==> config.mk <==
export PLATFORM = sky130hd
export DESIGN_NAME = rn_rename
export DESIGN_NICKNAME = d
export VERILOG_FILES = /design/src/rtl/rn_pkg.sv /design/src/rtl/rn_free_list.sv /design/src/rtl/rn_map_table.sv /design/src/rtl/rn_rob.sv /design/src/rtl/rn_rename.sv
export SDC_FILE = /design/constraint.sdc
export NUM_CORES = 1
export LEC_CHECK = 0
export BUFFER_PORTS_ARGS = -buffer_cell sky130_fd_sc_hd__buf_2
export CORE_MARGIN = 2
export CORE_UTILIZATION = 50
export DETAILED_ROUTE_END_ITERATION = 10
export PLACE_DENSITY = 0.66
export SYNTH_ARGS = -nofsm -noshare
export SYNTH_HDL_FRONTEND = slang
export SYNTH_SLANG_ARGS = --single-unit
==> constraint.sdc <==
create_clock -name clk -period 3.7 [get_ports clk]
set_input_delay 0.185 -clock clk [delete_from_list [all_inputs] [get_ports clk]]
set_output_delay 0.185 -clock clk [all_outputs]
set_load 0.01 [all_outputs]
==> src/rtl/rn_pkg.sv <==
package rn_pkg;
   typedef enum logic {
      RN_RUN  = 1'b0,
      RN_WALK = 1'b1
   } rn_mode_e;
endpackage

==> src/rtl/rn_free_list.sv <==
module rn_free_list #(
   parameter int NUM_PHYS  = 16,
   parameter int NUM_ARCH  = 8,
   parameter bit LOW_FIRST = 1'b1,
   localparam int PW = $clog2(NUM_PHYS)
) (
   input  logic          clk,
   input  logic          rst_n,
   input  logic          alloc_en,
   output logic [PW-1:0] alloc_idx,
   output logic          alloc_ok,
   input  logic          rel_a_en,
   input  logic [PW-1:0] rel_a_idx,
   input  logic          rel_b_en,
   input  logic [PW-1:0] rel_b_idx
);
   logic [NUM_PHYS-1:0] avail_q;

   if (NUM_PHYS <= NUM_ARCH) begin : g_bad_size
      $error("rn_free_list: NUM_PHYS must exceed NUM_ARCH");
   end

   if (LOW_FIRST) begin : g_low
      always_comb begin
         alloc_ok  = 1'b0;
         alloc_idx = '0;
         for (int i = NUM_PHYS - 1; i >= 0; i--) begin
            if (avail_q[i]) begin
               alloc_ok  = 1'b1;
               alloc_idx = PW'(i);
            end
         end
      end
   end else begin : g_high
      always_comb begin
         alloc_ok  = 1'b0;
         alloc_idx = '0;
         for (int i = 0; i < NUM_PHYS; i++) begin
            if (avail_q[i]) begin
               alloc_ok  = 1'b1;
               alloc_idx = PW'(i);
            end
         end
      end
   end

   always_ff @(posedge clk) begin
      if (!rst_n) begin
         for (int i = 0; i < NUM_PHYS; i++) avail_q[i] <= (i >= NUM_ARCH);
      end else begin
         if (alloc_en) avail_q[alloc_idx] <= 1'b0;
         if (rel_a_en) avail_q[rel_a_idx] <= 1'b1;
         if (rel_b_en) avail_q[rel_b_idx] <= 1'b1;
      end
   end

   // retirement never releases a register that is already free
   a_r4_no_double_free: assert property (@(posedge clk) disable iff (!rst_n)
      rel_a_en |-> !avail_q[rel_a_idx]);
   // a walk step returns a register that was in use
   a_r7_walk_release_in_use: assert property (@(posedge clk) disable iff (!rst_n)
      rel_b_en |-> !avail_q[rel_b_idx]);
endmodule

==> src/rtl/rn_map_table.sv <==
module rn_map_table #(
   parameter int NUM_ARCH = 8,
   parameter int NUM_PHYS = 16,
   localparam int AW = $clog2(NUM_ARCH),
   localparam int PW = $clog2(NUM_PHYS)
) (
   input  logic          clk,
   input  logic          rst_n,
   input  logic [AW-1:0] rd1_a,
   output logic [PW-1:0] rd1_p,
   input  logic [AW-1:0] rd2_a,
   output logic [PW-1:0] rd2_p,
   input  logic [AW-1:0] rd3_a,
   output logic [PW-1:0] rd3_p,
   input  logic          we,
   input  logic [AW-1:0] wa,
   input  logic [PW-1:0] wd
);
   logic [PW-1:0] tbl_q [NUM_ARCH];

   assign rd1_p = tbl_q[rd1_a];
   assign rd2_p = tbl_q[rd2_a];
   assign rd3_p = tbl_q[rd3_a];

   always_ff @(posedge clk) begin
      if (!rst_n) begin
         for (int i = 0; i < NUM_ARCH; i++) tbl_q[i] <= PW'(i);
      end else if (we) begin
         tbl_q[wa] <= wd;
      end
   end
endmodule

==> src/rtl/rn_rob.sv <==
module rn_rob #(
   parameter int DEPTH = 8,
   parameter int AW    = 3,
   parameter int PW    = 4,
   localparam int IW = $clog2(DEPTH),
   localparam int CW = IW + 1
) (
   input  logic          clk,
   input  logic          rst_n,
   input  logic          push,
   input  logic [AW-1:0] push_areg,
   input  logic [PW-1:0] push_pnew,
   input  logic [PW-1:0] push_pold,
   output logic [IW-1:0] tail_idx,
   output logic          full,
   input  logic          cpl_valid,
   input  logic [IW-1:0] cpl_idx,
   input  logic          flush,
   output logic          pop_valid,
   output logic [AW-1:0] pop_areg,
   output logic [PW-1:0] pop_pold,
   output logic          walking,
   output logic [AW-1:0] walk_areg,
   output logic [PW-1:0] walk_pnew,
   output logic [PW-1:0] walk_pold
);
   import rn_pkg::*;

   if ((1 << IW) != DEPTH || DEPTH < 2) begin : g_bad_depth
      $error("rn_rob: DEPTH must be a power of two, at least 2");
   end

   logic [AW-1:0]    areg_q [DEPTH];
   logic [PW-1:0]    pnew_q [DEPTH];
   logic [PW-1:0]    pold_q [DEPTH];
   logic [DEPTH-1:0] done_q;
   logic [IW-1:0]    head_q, tail_q, last;
   logic [CW-1:0]    count_q;
   rn_mode_e         mode_q;

   assign walking   = (mode_q == RN_WALK);
   assign tail_idx  = tail_q;
   assign full      = (count_q == CW'(DEPTH));
   assign last      = tail_q - IW'(1);
   assign pop_valid = !walking && !flush && (count_q != '0) && done_q[head_q];
   assign pop_areg  = areg_q[head_q];
   assign pop_pold  = pold_q[head_q];
   assign walk_areg = areg_q[last];
   assign walk_pnew = pnew_q[last];
   assign walk_pold = pold_q[last];

   always_ff @(posedge clk) begin
      if (push) begin
         areg_q[tail_q] <= push_areg;
         pnew_q[tail_q] <= push_pnew;
         pold_q[tail_q] <= push_pold;
      end
   end

   always_ff @(posedge clk) begin
      if (!rst_n) begin
         head_q  <= '0;
         tail_q  <= '0;
         count_q <= '0;
         done_q  <= '0;
         mode_q  <= RN_RUN;
      end else if (walking) begin
         tail_q  <= last;
         count_q <= count_q - CW'(1);
         if (count_q == CW'(1)) mode_q <= RN_RUN;
      end else begin
         if (flush && count_q != '0) mode_q <= RN_WALK;
         if (cpl_valid) done_q[cpl_idx] <= 1'b1;
         if (push) begin
            done_q[tail_q] <= 1'b0;
            tail_q         <= tail_q + IW'(1);
         end
         if (pop_valid) head_q <= head_q + IW'(1);
         count_q <= count_q + CW'(push) - CW'(pop_valid);
      end
   end

   // no rename is pushed into a full buffer
   a_r6_no_overflow: assert property (@(posedge clk) disable iff (!rst_n)
      push |-> (count_q < CW'(DEPTH)));
   // renaming is held off while the walk runs
   a_r7_walk_blocks_push: assert property (@(posedge clk) disable iff (!rst_n)
      walking |-> !push);
endmodule

==> src/rtl/rn_rename.sv <==
module rn_rename #(
   parameter int NUM_ARCH  = 8,
   parameter int NUM_PHYS  = 16,
   parameter int ROB_DEPTH = 8,
   parameter bit LOW_FIRST = 1'b1,
   localparam int AREG_W = $clog2(NUM_ARCH),
   localparam int PREG_W = $clog2(NUM_PHYS),
   localparam int TAG_W  = $clog2(ROB_DEPTH)
) (
   input  logic              clk,
   input  logic              rst_n,
   input  logic              ren_valid,
   input  logic [AREG_W-1:0] ren_src1,
   input  logic [AREG_W-1:0] ren_src2,
   input  logic [AREG_W-1:0] ren_dst,
   output logic              ren_ready,
   output logic [PREG_W-1:0] ren_psrc1,
   output logic [PREG_W-1:0] ren_psrc2,
   output logic [PREG_W-1:0] ren_pdst,
   output logic [TAG_W-1:0]  ren_tag,
   input  logic              done_valid,
   input  logic [TAG_W-1:0]  done_tag,
   input  logic              flush,
   output logic              walk_busy,
   output logic              ret_valid,
   output logic [AREG_W-1:0] ret_areg,
   output logic [PREG_W-1:0] ret_pfree
);
   logic              fire, alloc_ok, rob_full, walking;
   logic [PREG_W-1:0] alloc_idx, prev_map, walk_pnew, walk_pold;
   logic [AREG_W-1:0] walk_areg;
   logic              map_we;
   logic [AREG_W-1:0] map_wa;
   logic [PREG_W-1:0] map_wd;

   assign ren_ready = alloc_ok && !rob_full && !walking && !flush;
   assign fire      = ren_valid && ren_ready;
   assign ren_pdst  = alloc_idx;
   assign walk_busy = walking;

   assign map_we = fire || walking;
   assign map_wa = walking ? walk_areg : ren_dst;
   assign map_wd = walking ? walk_pold : alloc_idx;

   rn_map_table #(.NUM_ARCH(NUM_ARCH), .NUM_PHYS(NUM_PHYS)) u_map (
      .clk   (clk),
      .rst_n (rst_n),
      .rd1_a (ren_src1),
      .rd1_p (ren_psrc1),
      .rd2_a (ren_src2),
      .rd2_p (ren_psrc2),
      .rd3_a (ren_dst),
      .rd3_p (prev_map),
      .we    (map_we),
      .wa    (map_wa),
      .wd    (map_wd)
   );

   rn_free_list #(.NUM_PHYS(NUM_PHYS), .NUM_ARCH(NUM_ARCH), .LOW_FIRST(LOW_FIRST)) u_free (
      .clk       (clk),
      .rst_n     (rst_n),
      .alloc_en  (fire),
      .alloc_idx (alloc_idx),
      .alloc_ok  (alloc_ok),
      .rel_a_en  (ret_valid),
      .rel_a_idx (ret_pfree),
      .rel_b_en  (walking),
      .rel_b_idx (walk_pnew)
   );

   rn_rob #(.DEPTH(ROB_DEPTH), .AW(AREG_W), .PW(PREG_W)) u_rob (
      .clk       (clk),
      .rst_n     (rst_n),
      .push      (fire),
      .push_areg (ren_dst),
      .push_pnew (alloc_idx),
      .push_pold (prev_map),
      .tail_idx  (ren_tag),
      .full      (rob_full),
      .cpl_valid (done_valid),
      .cpl_idx   (done_tag),
      .flush     (flush),
      .pop_valid (ret_valid),
      .pop_areg  (ret_areg),
      .pop_pold  (ret_pfree),
      .walking   (walking),
      .walk_areg (walk_areg),
      .walk_pnew (walk_pnew),
      .walk_pold (walk_pold)
   );

   // the register released by retirement is never handed out in the same cycle
   a_r4_release_not_alloc: assert property (@(posedge clk) disable iff (!rst_n)
      (fire && ret_valid) |-> (alloc_idx != ret_pfree));
   // nothing retires while a flush or its walk is in progress
   a_r7_no_retire_in_flush: assert property (@(posedge clk) disable iff (!rst_n)
      (flush || walk_busy) |-> !ret_valid);
endmodule

======== After elaboration in Yosys (flattened, before gate mapping) ========
Memory sizes are Yosys's and may differ from the RTL's. A register that Yosys moved wholly into a read port is not among the register bits.
Index checks and enable logic that the tools add are counted.
word-level totals
  bits of input ports ..................... 17
  memories ................................ 4
  RAM bits ................................ 120
  word-level logic and storage cells ...... 132
  output and inout bits ................... 25
  register bits after elaboration ......... 35
cells by class
  multiplexer cells ....................... 74
  equality and inequality tests ........... 2
  add/sub/neg operators ................... 6
  reduce and logical (&&, ||, !) cells .... 21
  $lt $le $gt $ge ......................... 11
  bitwise operators ....................... 8
memories
  memory        depth  bits a word  read ports  clocked after Yosys merged registers in  wr ports  RTL line            source
  u_map.tbl_q   8      4            3           0                                        8         rn_map_table.sv:19  logic [PW-1:0] tbl_q [NUM_ARCH];
  u_rob.pnew_q  8      4            1           0                                        1         rn_rob.sv:34        logic [PW-1:0] pnew_q [DEPTH];
  u_rob.pold_q  8      4            2           1                                        1         rn_rob.sv:35        logic [PW-1:0] pold_q [DEPTH];
  u_rob.areg_q  8      3            2           1                                        1         rn_rob.sv:33        logic [AW-1:0] areg_q [DEPTH];
operators by type and width
  kind                                                                number
  2-to-1 mux 16 bit                                                   5
  2-to-1 mux 4 bit                                                    19
  2-to-1 mux 1 bit                                                    32
  2-to-1 mux 8 bit                                                    4
  bitwise OR 16 bit                                                   2
  2-to-1 mux 3 bit                                                    8
  bitwise AND 16 bit                                                  1
  inverter 16 bit                                                     1
  less-than comparator 4 x 5 -> 1 bit (second input constant)         3
  logical AND 1 bit                                                   13
  demux 1 bit (select 4 bit)                                          3
  greater-or-equal comparator 4 x 1 -> 1 bit (second input constant)  3
  less-than comparator 3 x 4 -> 1 bit (second input constant)         3
  bitwise AND 8 bit                                                   1
  inverter 8 bit                                                      1
  bitwise OR 8 bit                                                    1
  adder 3 x 1 -> 3 bit (second input constant)                        2
  demux 1 bit (select 3 bit)                                          2
  greater-or-equal comparator 3 x 1 -> 1 bit (second input constant)  2
  adder 4 x 1 -> 4 bit                                                1
  equality test 4 x 1 -> 1 bit (second input constant)                1
  equality test 4 bit (second input constant)                         1
  nonzero test 4 bit                                                  1
  OR reduction 4 bit                                                  1
  9 further kinds                                                     11

======== Logic depth before layout (Yosys ltp) ========
Gate-level depths: netlist of run 1.
  word-level depth ........................ 29
  depth in mapped cells ................... 15
  depth with buffers taken out ............ 15

======== Modules after synthesis ========
From an unflattened synthesis of run 1, not the netlist that was laid out.
second synthesis, totals
  cell total of the unflattened synthesis .. 591
  area, all modules ....................... 8439.3 µm²
modules (own cells, without submodules)
  module        instances  sequential area each (µm²)  area each (µm²)  cells an instance
  rn_rob        1          3083.0                      5104.9           303
  rn_map_table  1          960.9                       2082.0           132
  rn_free_list  1          320.3                       1116.1           144
  rn_rename     1          0.0                         136.4            12

======== Worst setup path after synthesis of run 1 ========
No wires, ideal clock.
  kind .................................... register to register
  start ................................... register u_rob.tail_q[0], in the netlist u_rob.tail_idx[0]
  end ..................................... memory u_map.tbl_q[6][2] (data pin)
  period minus slack after synthesis ...... 2978 ps
  arrival time ............................ 2697 ps
  slack ................................... 722 ps
  setup time .............................. 281 ps
  buffers on the path ..................... 5
  required time ........................... 3419 ps
  stages on the path, launching flop included .. 13
  cells stage by stage .................... dfxtp_1 buf_6 buf_6 buf_2 inv_1 ha_1 buf_2 buf_1 mux4_1 mux2i_1 nand2_1 o21ai_1 nand4_1
RTL lines
  item                    RTL line            source
  start, declared         rn_rob.sv:37        logic [IW-1:0] head_q, tail_q, last;
  start signal, assigned  rn_rob.sv:68        tail_q <= last;
  start signal, assigned  rn_rob.sv:76        tail_q <= tail_q + IW'(1);
  end, declared           rn_map_table.sv:19

======== Final worst setup path of run 1 ========
  start ................................... register u_rob.count_q[1]
  end ..................................... register u_rob.count_q[2]
on the way
  cells in the longest elaborated chain, start to end .. 9
  elaborated cells on any way between the ends .. 13
  those cells by class .................... add/sub: 3; eq/ne: 1; mux: 1; reduce/logical: 8
RTL lines
  item                             RTL line         source
  start, declared                  rn_rob.sv:38     logic [CW-1:0] count_q;
  start signal, assigned           rn_rob.sv:69     count_q <= count_q - CW'(1);
  start signal, assigned           rn_rob.sv:79     count_q <= count_q + CW'(push) - CW'(pop_valid);
  equality test 4 bit              rn_rob.sv:43     assign full = (count_q == CW'(DEPTH));
  logical NOT 1 bit                rn_rename.sv:36  assign ren_ready = alloc_ok && !rob_full && !walking && !flush;
  logical AND 1 bit (3 in series)  rn_rename.sv:36
  logical AND 1 bit                rn_rename.sv:37  assign fire = ren_valid && ren_ready;
  adder 4 x 1 -> 4 bit             rn_rob.sv:79
  subtractor 4 x 1 -> 4 bit        rn_rob.sv:79
  2-to-1 mux 4 bit *               rn_rob.sv:67     end else if (walking) begin
Mark *: on every way between the ends. The rest lies on a longest branch, timed or not.
A chain may end at the register's enable or synchronous reset.

==> key figures, run 1 <==
Synth
  – Post-Syn Instances: approximately 640
  – Sequential area share after synthesis: 52.2%
  – Syn. warnings: 0
  – Post-synth EDFFs: 120
  – Distinct cells, synth: 70
  – Synth top area cells: edfxtp_1 (43%), mux4_2 (11%), dfxtp_1 (9.1%), mux4_1 (4.7%), nor2_1 (2.9%)
  – Avg Synthesized Cell Area: ~13 um^2
  – Most common cell in the netlist: edfxtp_1
  – Synthesized area: approximately 8400 um^2
  – Synth async-reset ratio: 0%
  – Commonest cells in the netlist: edfxtp_1 (120), nor2_1 (64), nand2_1 (60)
  – Syn_nets: about 670
  – Synth area leader: edfxtp_1
  – Synth top area share: a little over two fifths
  – Synth Register Bits: about 160
  – Main synth FF type: edfxtp_1

Global routing
  – Tot GR Track Use: roughly 24%
  – Pin count of the biggest net entering global routing: 43
  – Global route total overflow: 0
  – Initial antenna violation count: 0
  – First-pass GRT wire length: ~32 mm
  – Vias in the first global route: slightly below 6000

Worst setup path
  – Crit Path Class: reg2reg
  – Crit path DAT: about 3.5 ns
  – Crit path top cell by count: inv_1
  – Slowest stage delay, CP: between 0.3 and 0.4 ns
  – CP cell instances: inv_1 > ha_1 > a211o_1 > a221oi_1 > o21ai_2 > inv_1 > ha_1 > inv_1 > ha_1 > inv_1 > fa_1 > xor2_1 > nor2_1 > a211oi_1
  – Worst-path maximum fanout: 7
  – Req. time, crit path: 4.04 ns
  – Crit. End Element: flop
  – Slowest cell on crit path: dfxtp_1
  – Critical path startpoint category: flop

Die
  – Top-level port count: 42
  – Die ar.: 17800 um^2
  – Die W: 133 um
  – Initial Util: 50.7%
  – Die H: 133 um
  – Core Area: approximately 16000 um^2
  – Std cell rows: 47

Cells and area
  – Layout cell share with drive strength beyond 1: around a quarter
  – Filler cell count: 1316
  – Syn-to-layout area delta: 12.6%
  – Nets: 720
  – Area of the multi-input gates: around 3700 um^2
  – Sequential Area: around 4400 um^2
  – Util after Layout: 57.1%
  – Ant diodes: 0

Timing
  – RSZ-0062 raised after global routing: no
  – Max_slew headroom: a little under a third
  – Max-slew violation count: 0
  – Final setup viols: 0
  – Final hold slack: between 0.1 and 0.15 ns
  – Final hold viol count: 0
  – Worst Clk Skew: around 0.0096 ns
  – Setup TNS: 0 ns
  – Slew @ Worst Pin: roughly 1.0 ns
  – Fin crit share: between 80% and 90%
  – Crit path time final: roughly 3.2 ns
  – Fmax: approximately 310 MHz

Routing
  – ANT nets after route: 0
  – Starting DRT DRC Count: 513
  – Via count: 5832
  – Initial DRT Pass Iterations: 5
  – Per-cell routed wire length: about 22 um
  – Final wirelength: 20.7 mm
  – Drt drc: 0
  – DR vias/cell: 6.33

Clock tree
  – H-tree depth: 4
  – Total setup buffers inserted after CTS: 0
  – Worst skew pair latency: 0.42 ns
  – TritonCTS Buffers: 17
  – CTS tree: built
  – CTS sink cnt: around 160
  – Clk root buf: clkbuf_16
  – CTS max path bufs: 2
  – Resize count post-CTS: 0
  – Hold-fix buffers at CTS: 0
  – Clock transition at path regs: ~0.060 ns

Power and ir drop
  – Leakage: 0.00323 uW
  – Peak supply drop: roughly 0.40 mV
  – Pwr Density: between 600 and 700 nW/um^2

Worst hold path
  – Hold Crit Class: in2reg

Placement
  – I/O Buffers: between 40 and 50
  – HPWL Detailed: approximately 15 mm
  – Placer congestion estimate: 0.872

Job
  – Max_cap viols: 0

Outcome
  – Status: complete, no violations
[flip-flops by register name, summed over array words and instances (netlist names), named ones only]
signal,count
u_rob.done_q,8
u_rob.tail_idx,3
u_rob.count_q,4
u_rob.pold_q,32
u_rob.head_q,3
u_rob.areg_q,24
u_rob.walking,1
u_rob.pnew_q,32
u_free.avail_q,16
u_map.tbl_q,32
[logic make-up after synthesis]
group,after synthesis,synth area share (%)
muxes,92,20.3
adders and majority gates,14,2.19
and+or+nand+nor,214,12.8
xor gates and xnor gates,8,1.06
DFF,158,52.2
AOI/OAI and AO/OA,96,8.10
buffers and inverters,59,3.27
[layout make-up]
| class | count | area share (%) |
|---|---|---|
| clock buffers | 17 | 4.52 |
| clock inverters | 15 | 1.54 |
| inverters | 29 | 1.16 |
| multi-input cells | 424 | 39.8 |
| flip-flops and latches | 158 | 46.4 |
| well taps | 220 | 2.93 |
| repair buffers | 59 | 3.62 |
[metal layers]
| metal | routed length [um] | track usage, % |
|---|---|---|
| met5 | 0 | 0 |
| met4 | 440 | 8.98 |
| met3 | 1330 | 4.53 |
| met1 | 8670 | 32.4 |
| met2 | 10300 | 39.6 |
[report_power, final]
part | leakage, uW | total (uW) | internal, uW | switching [uW]
clock network | 0.000274 | 1690 | 987 | 700
logic | 0.00156 | 2110 | 794 | 1310
registers | 0.00139 | 2240 | 2120 | 125
[cell usage in the layout, fill, tap and decap left out, types with 15 or more instances in the layout]
cell type,synthesis,layout
clkbuf_16,0,17
mux2i_1,19,19
mux2_2,17,17
edfxtp_1,120,120
o21ai_0,19,19
nand3_1,20,20
mux4_2,41,41
a21oi_1,15,15
nand2_1,60,60
inv_1,27,27
mux4_1,15,15
dfxtp_1,38,38
buf_2,8,41
buf_4,1,18
nor2_1,64,64
[worst max-delay path, delay by kind of cell, from the launching register on]
kind                     cells  cell delay, ns
flip-flops                   1            0.39
AO/OA/AOI/OAI                4            1.04
XOR/XNOR                     1            0.16
adder cells (fa/ha/maj)      4            1.05
buffers and inverters        4            0.40
AND/OR/NAND/NOR              1            0.05
[metrics by stage]
stage                     cells  worst slack, ns  power [uW]  instance area [um^2]
after floorplan             641            0.722        3760                  8350
after global placement      890            0.659        4310                  8830
after detailed placement    890            0.523        4360                  8830
after CTS                   922            0.478        6040                  9400
after global routing        922            0.239        6330                  9400
final                       922            0.516        6040                  9400
[final timing paths]
kind	start	end	slack (ns)	cells past startpoint
worst min register to register	u_free.avail_q[14]	u_free.avail_q[14]	0.50	2
worst min-delay path	flush	u_rob.walking	0.12	3
worst max-delay path	u_rob.count_q[1]	u_rob.count_q[2]	0.52	14
worst max register to register	u_rob.count_q[1]	u_rob.count_q[2]	0.52	14
No activity file was read; power rests on OpenSTA's default activity.
==> run 2, diff against run 1 <==
- BUFFER_PORTS_ARGS: -buffer_cell sky130_fd_sc_hd__buf_2 -> default
- DONT_BUFFER_PORTS: default -> 1
- PLACE_DENSITY: 0.66 -> 0.64
- SETUP_SLACK_MARGIN: default -> 0.02
==> key figures, run 2 (synthesis results as in run 1) <==
Outcome
  – Status: complete, no violations (unchanged)

Power and ir drop
  – Seq pwr share: 36.8% (was 37.2%)
  – Peak supply drop: 0.401 mV (was 0.405 mV)
  – Leakage: 0.00309 uW (was 0.00323 uW)
  – Clock power share: 29.3% (was 27.9%)
  – Sw power: 2150 uW (was 2140 uW)
  – Combinational Power Share: 33.9% (was 34.9%)
  – Sw Share: 35.4% (about the same)
  – Pint: 3930 uW (was 3900 uW)
  – Pwr Density: 656 nW/um^2 (was 642 nW/um^2)

Clock tree
  – Worst skew pair latency: 0.43 ns (was 0.42 ns)
  – Hold-fix buffers at CTS: 5 (was 0)
  – CTS max path bufs: 2 (unchanged)
  – Total setup buffers inserted after CTS: 0 (unchanged)
  – CTS tree: built (unchanged)
  – Clock transition at path regs: 0.06 ns (about the same)
  – TritonCTS Buffers: 17 (unchanged)
  – Clk root buf: clkbuf_16 (unchanged)
  – CTS sink cnt: 158 (unchanged)
  – Resize count post-CTS: 0 (unchanged)
  – H-tree depth: 4 (unchanged)

Worst setup path
  – CP cell instances: inv_1 > ha_1 > a211o_1 > a221oi_1 > o21ai_2 > inv_1 > ha_1 > inv_1 > ha_1 > inv_1 > fa_1 > xor2_1 > nor2_1 > a211oi_1 (unchanged)
  – CP Capture Point: u_rob.count_q[2] (unchanged)
  – Reg-to-reg setup timing slack: 0.41 ns (was 0.52 ns)
  – Depth of the worst register-to-register path: 14 (unchanged)
  – Worst-path maximum fanout: 7 (unchanged)
  – R2r endpoint: u_rob.count_q[2] (unchanged)
  – Crit Path Class: reg2reg (unchanged)
  – Slowest cell on crit path: dfxtp_1 (unchanged)
  – Crit path top cell by count: inv_1 (unchanged)
  – Crit path DAT: 3.63 ns (was 3.52 ns)
  – Req. time, crit path: 4.04 ns (about the same)
  – Slowest stage delay, CP: 0.39 ns (about the same)
  – Critical path startpoint category: flop (unchanged)
  – CP startpoint: u_rob.count_q[1] (unchanged)
  – Crit. End Element: flop (unchanged)
  – R2R Path Start: u_rob.count_q[1] (unchanged)

Global routing
  – Initial antenna violation count: 0 (unchanged)
  – Vias in the first global route: 5645 (was 5843)
  – Pin count of the biggest net entering global routing: 40 (was 43)
  – Global route total overflow: 0 (unchanged)
  – First-pass GRT wire length: 32.3 mm (was 32.5 mm)
  – Tot GR Track Use: 24.3% (was 24.2%)

Worst hold path
  – Hold Crit Class: in2reg (unchanged)
  – Hold depth: 2 (was 3)
  – Hold path start: rst_n (was flush)

Die
  – Std cell rows: 47 (unchanged)
  – Die W: 133 um (unchanged)
  – Die ar.: 17800 um^2 (unchanged)
  – Core Area: 16500 um^2 (unchanged)
  – Top-level port count: 42 (unchanged)
  – Initial Util: 50.7% (unchanged)
  – Die H: 133 um (unchanged)

Cells and area
  – Syn-to-layout area delta: 11.0% (was 12.6%)
  – Biggest regs: u_map.tbl_q (32), u_rob.pnew_q (32), u_rob.pold_q (32) (unchanged)
  – Most common cell after layout, fill and taps aside: edfxtp_1 (unchanged)
  – Layout cell share with drive strength beyond 1: 20.7% (was 25.5%)
  – Nets: 684 (was 720)
  – Layout Cells excl Fill: 886 (was 922)
  – Ant diodes: 0 (unchanged)
  – Filler cell count: 1331 (was 1316)
  – Most frequent cells in the layout: edfxtp_1 (120), nor2_1 (64), nand2_1 (60), mux4_2 (41), dfxtp_1 (38) (was edfxtp_1 (120), nor2_1 (64), nand2_1 (60), mux4_2 (41), buf_2 (41))

Timing
  – Crit path time final: 3.29 ns (was 3.18 ns)
  – Fin crit share: 88.9% (was 86.1%)
  – Slew @ Worst Pin: 1.07 ns (was 1.03 ns)
  – Max-slew violation count: 0 (unchanged)
  – Worst Clk Skew: 0.00851 ns (was 0.00963 ns)
  – RSZ-0062 raised after global routing: no (unchanged)
  – Final hold viol count: 0 (unchanged)
  – Max_slew headroom: 28.2% (was 30.6%)
  – Worst setup margin: 0.410 ns (was 0.516 ns)
  – Final setup viols: 0 (unchanged)
  – Setup TNS: 0 ns (unchanged)
  – Fmax: 304 MHz (was 314 MHz)

Routing
  – Via count: 5659 (was 5832)
  – Initial DRT Pass Iterations: 5 (unchanged)
  – Drt drc: 0 (unchanged)
  – Starting DRT DRC Count: 512 (was 513)
  – DR vias/cell: 6.39 (was 6.33)
  – ANT nets after route: 0 (unchanged)
  – Final wirelength: 20.9 mm (was 20.7 mm)
  – Per-cell routed wire length: 23.6 um (was 22.5 um)

Placement
  – HPWL Detailed: 14.5 mm (was 14.6 mm)
  – Placed cells: 849 (was 890)
  – Dpl ws: 0.407 ns (was 0.523 ns)
  – Placer congestion estimate: 0.888 (was 0.872)
  – I/O Buffers: 0 (was 41)

Job
  – Max_cap viols: 0 (unchanged)
## run 2: cell types whose count changed in the layout (fill, tap and decap cells not counted), sizes merged
| cell | delta |
|---|---|
| buf | -41 |
| dlygate4sd3 | +5 |
| bufinv | +1 |
| clkinv | -1 |
## run 2: per-layer routing
| metal | vias to the layer above | routed length [um] | GRT usage [%] |
|---|---|---|---|
| li1 | 2515 | - | - |
| met1 | 2876 | 9050 | 33.4 |
| met2 | 226 | 9900 | 38.0 |
| met3 | 42 | 1380 | 5.37 |
| met4 | 0 | 544 | 9.52 |
| met5 | - | 0 | 0 |
## run 2: cell type report
| class | instances | area [um^2] | share of cell area (%) |
|---|---|---|---|
| tap | 220 | 275 | 2.97 |
| sequential | 158 | 4360 | 47.1 |
| clock buffer | 17 | 425 | 4.59 |
| clock inverter | 15 | 170 | 1.84 |
| inverter | 29 | 109 | 1.17 |
| multi-input combinational | 424 | 3740 | 40.4 |
| timing repair buffer | 23 | 185 | 2.00 |
## run 2: through the flow
stage	utilization, %	area, um^2	total power, uW	hold slack (ns)
after CTS	56.3	9270	6070	0.0110
after global placement	52.4	8630	4230	0.266
after detailed placement	52.4	8630	4290	0.272
after global routing	56.3	9270	6360	0.0287
final	56.3	9270	6080	0.0287
after floorplan	-	8350	3760	0.284
## run 2: worst max-delay path: cells and delay by family, from the launching register on
kind                       cells  cell delay (ns)
DFF                            1             0.39
and+or+nand+nor                1             0.05
AOI/OAI and AO/OA              4             1.03
xor gates and xnor gates       1             0.16
buffers and inverters          4             0.49
adders and majority gates      4             1.07
## run 2: power groups by stage
| stage | clock network [uW] | registers [uW] | logic (uW) |
|---|---|---|---|
| after floorplan | 0 | 2230 | 1540 |
| after global placement | 0 | 2260 | 1970 |
| after detailed placement | 0 | 2270 | 2010 |
| after CTS | 1800 | 2240 | 2040 |
| after global routing | 1880 | 2250 | 2230 |
| final | 1780 | 2240 | 2060 |
## run 2: how the worst min path moves through the flow
stage	endpoint	slack, ns
floorplan	u_rob.areg_q[0][0]	0.28
global placement	u_free.avail_q[11]	0.27
detailed placement	u_free.avail_q[11]	0.27
CTS	u_rob.done_q[5]	0.01
global route	u_free.avail_q[6]	0.03
finish	u_free.avail_q[6]	0.03
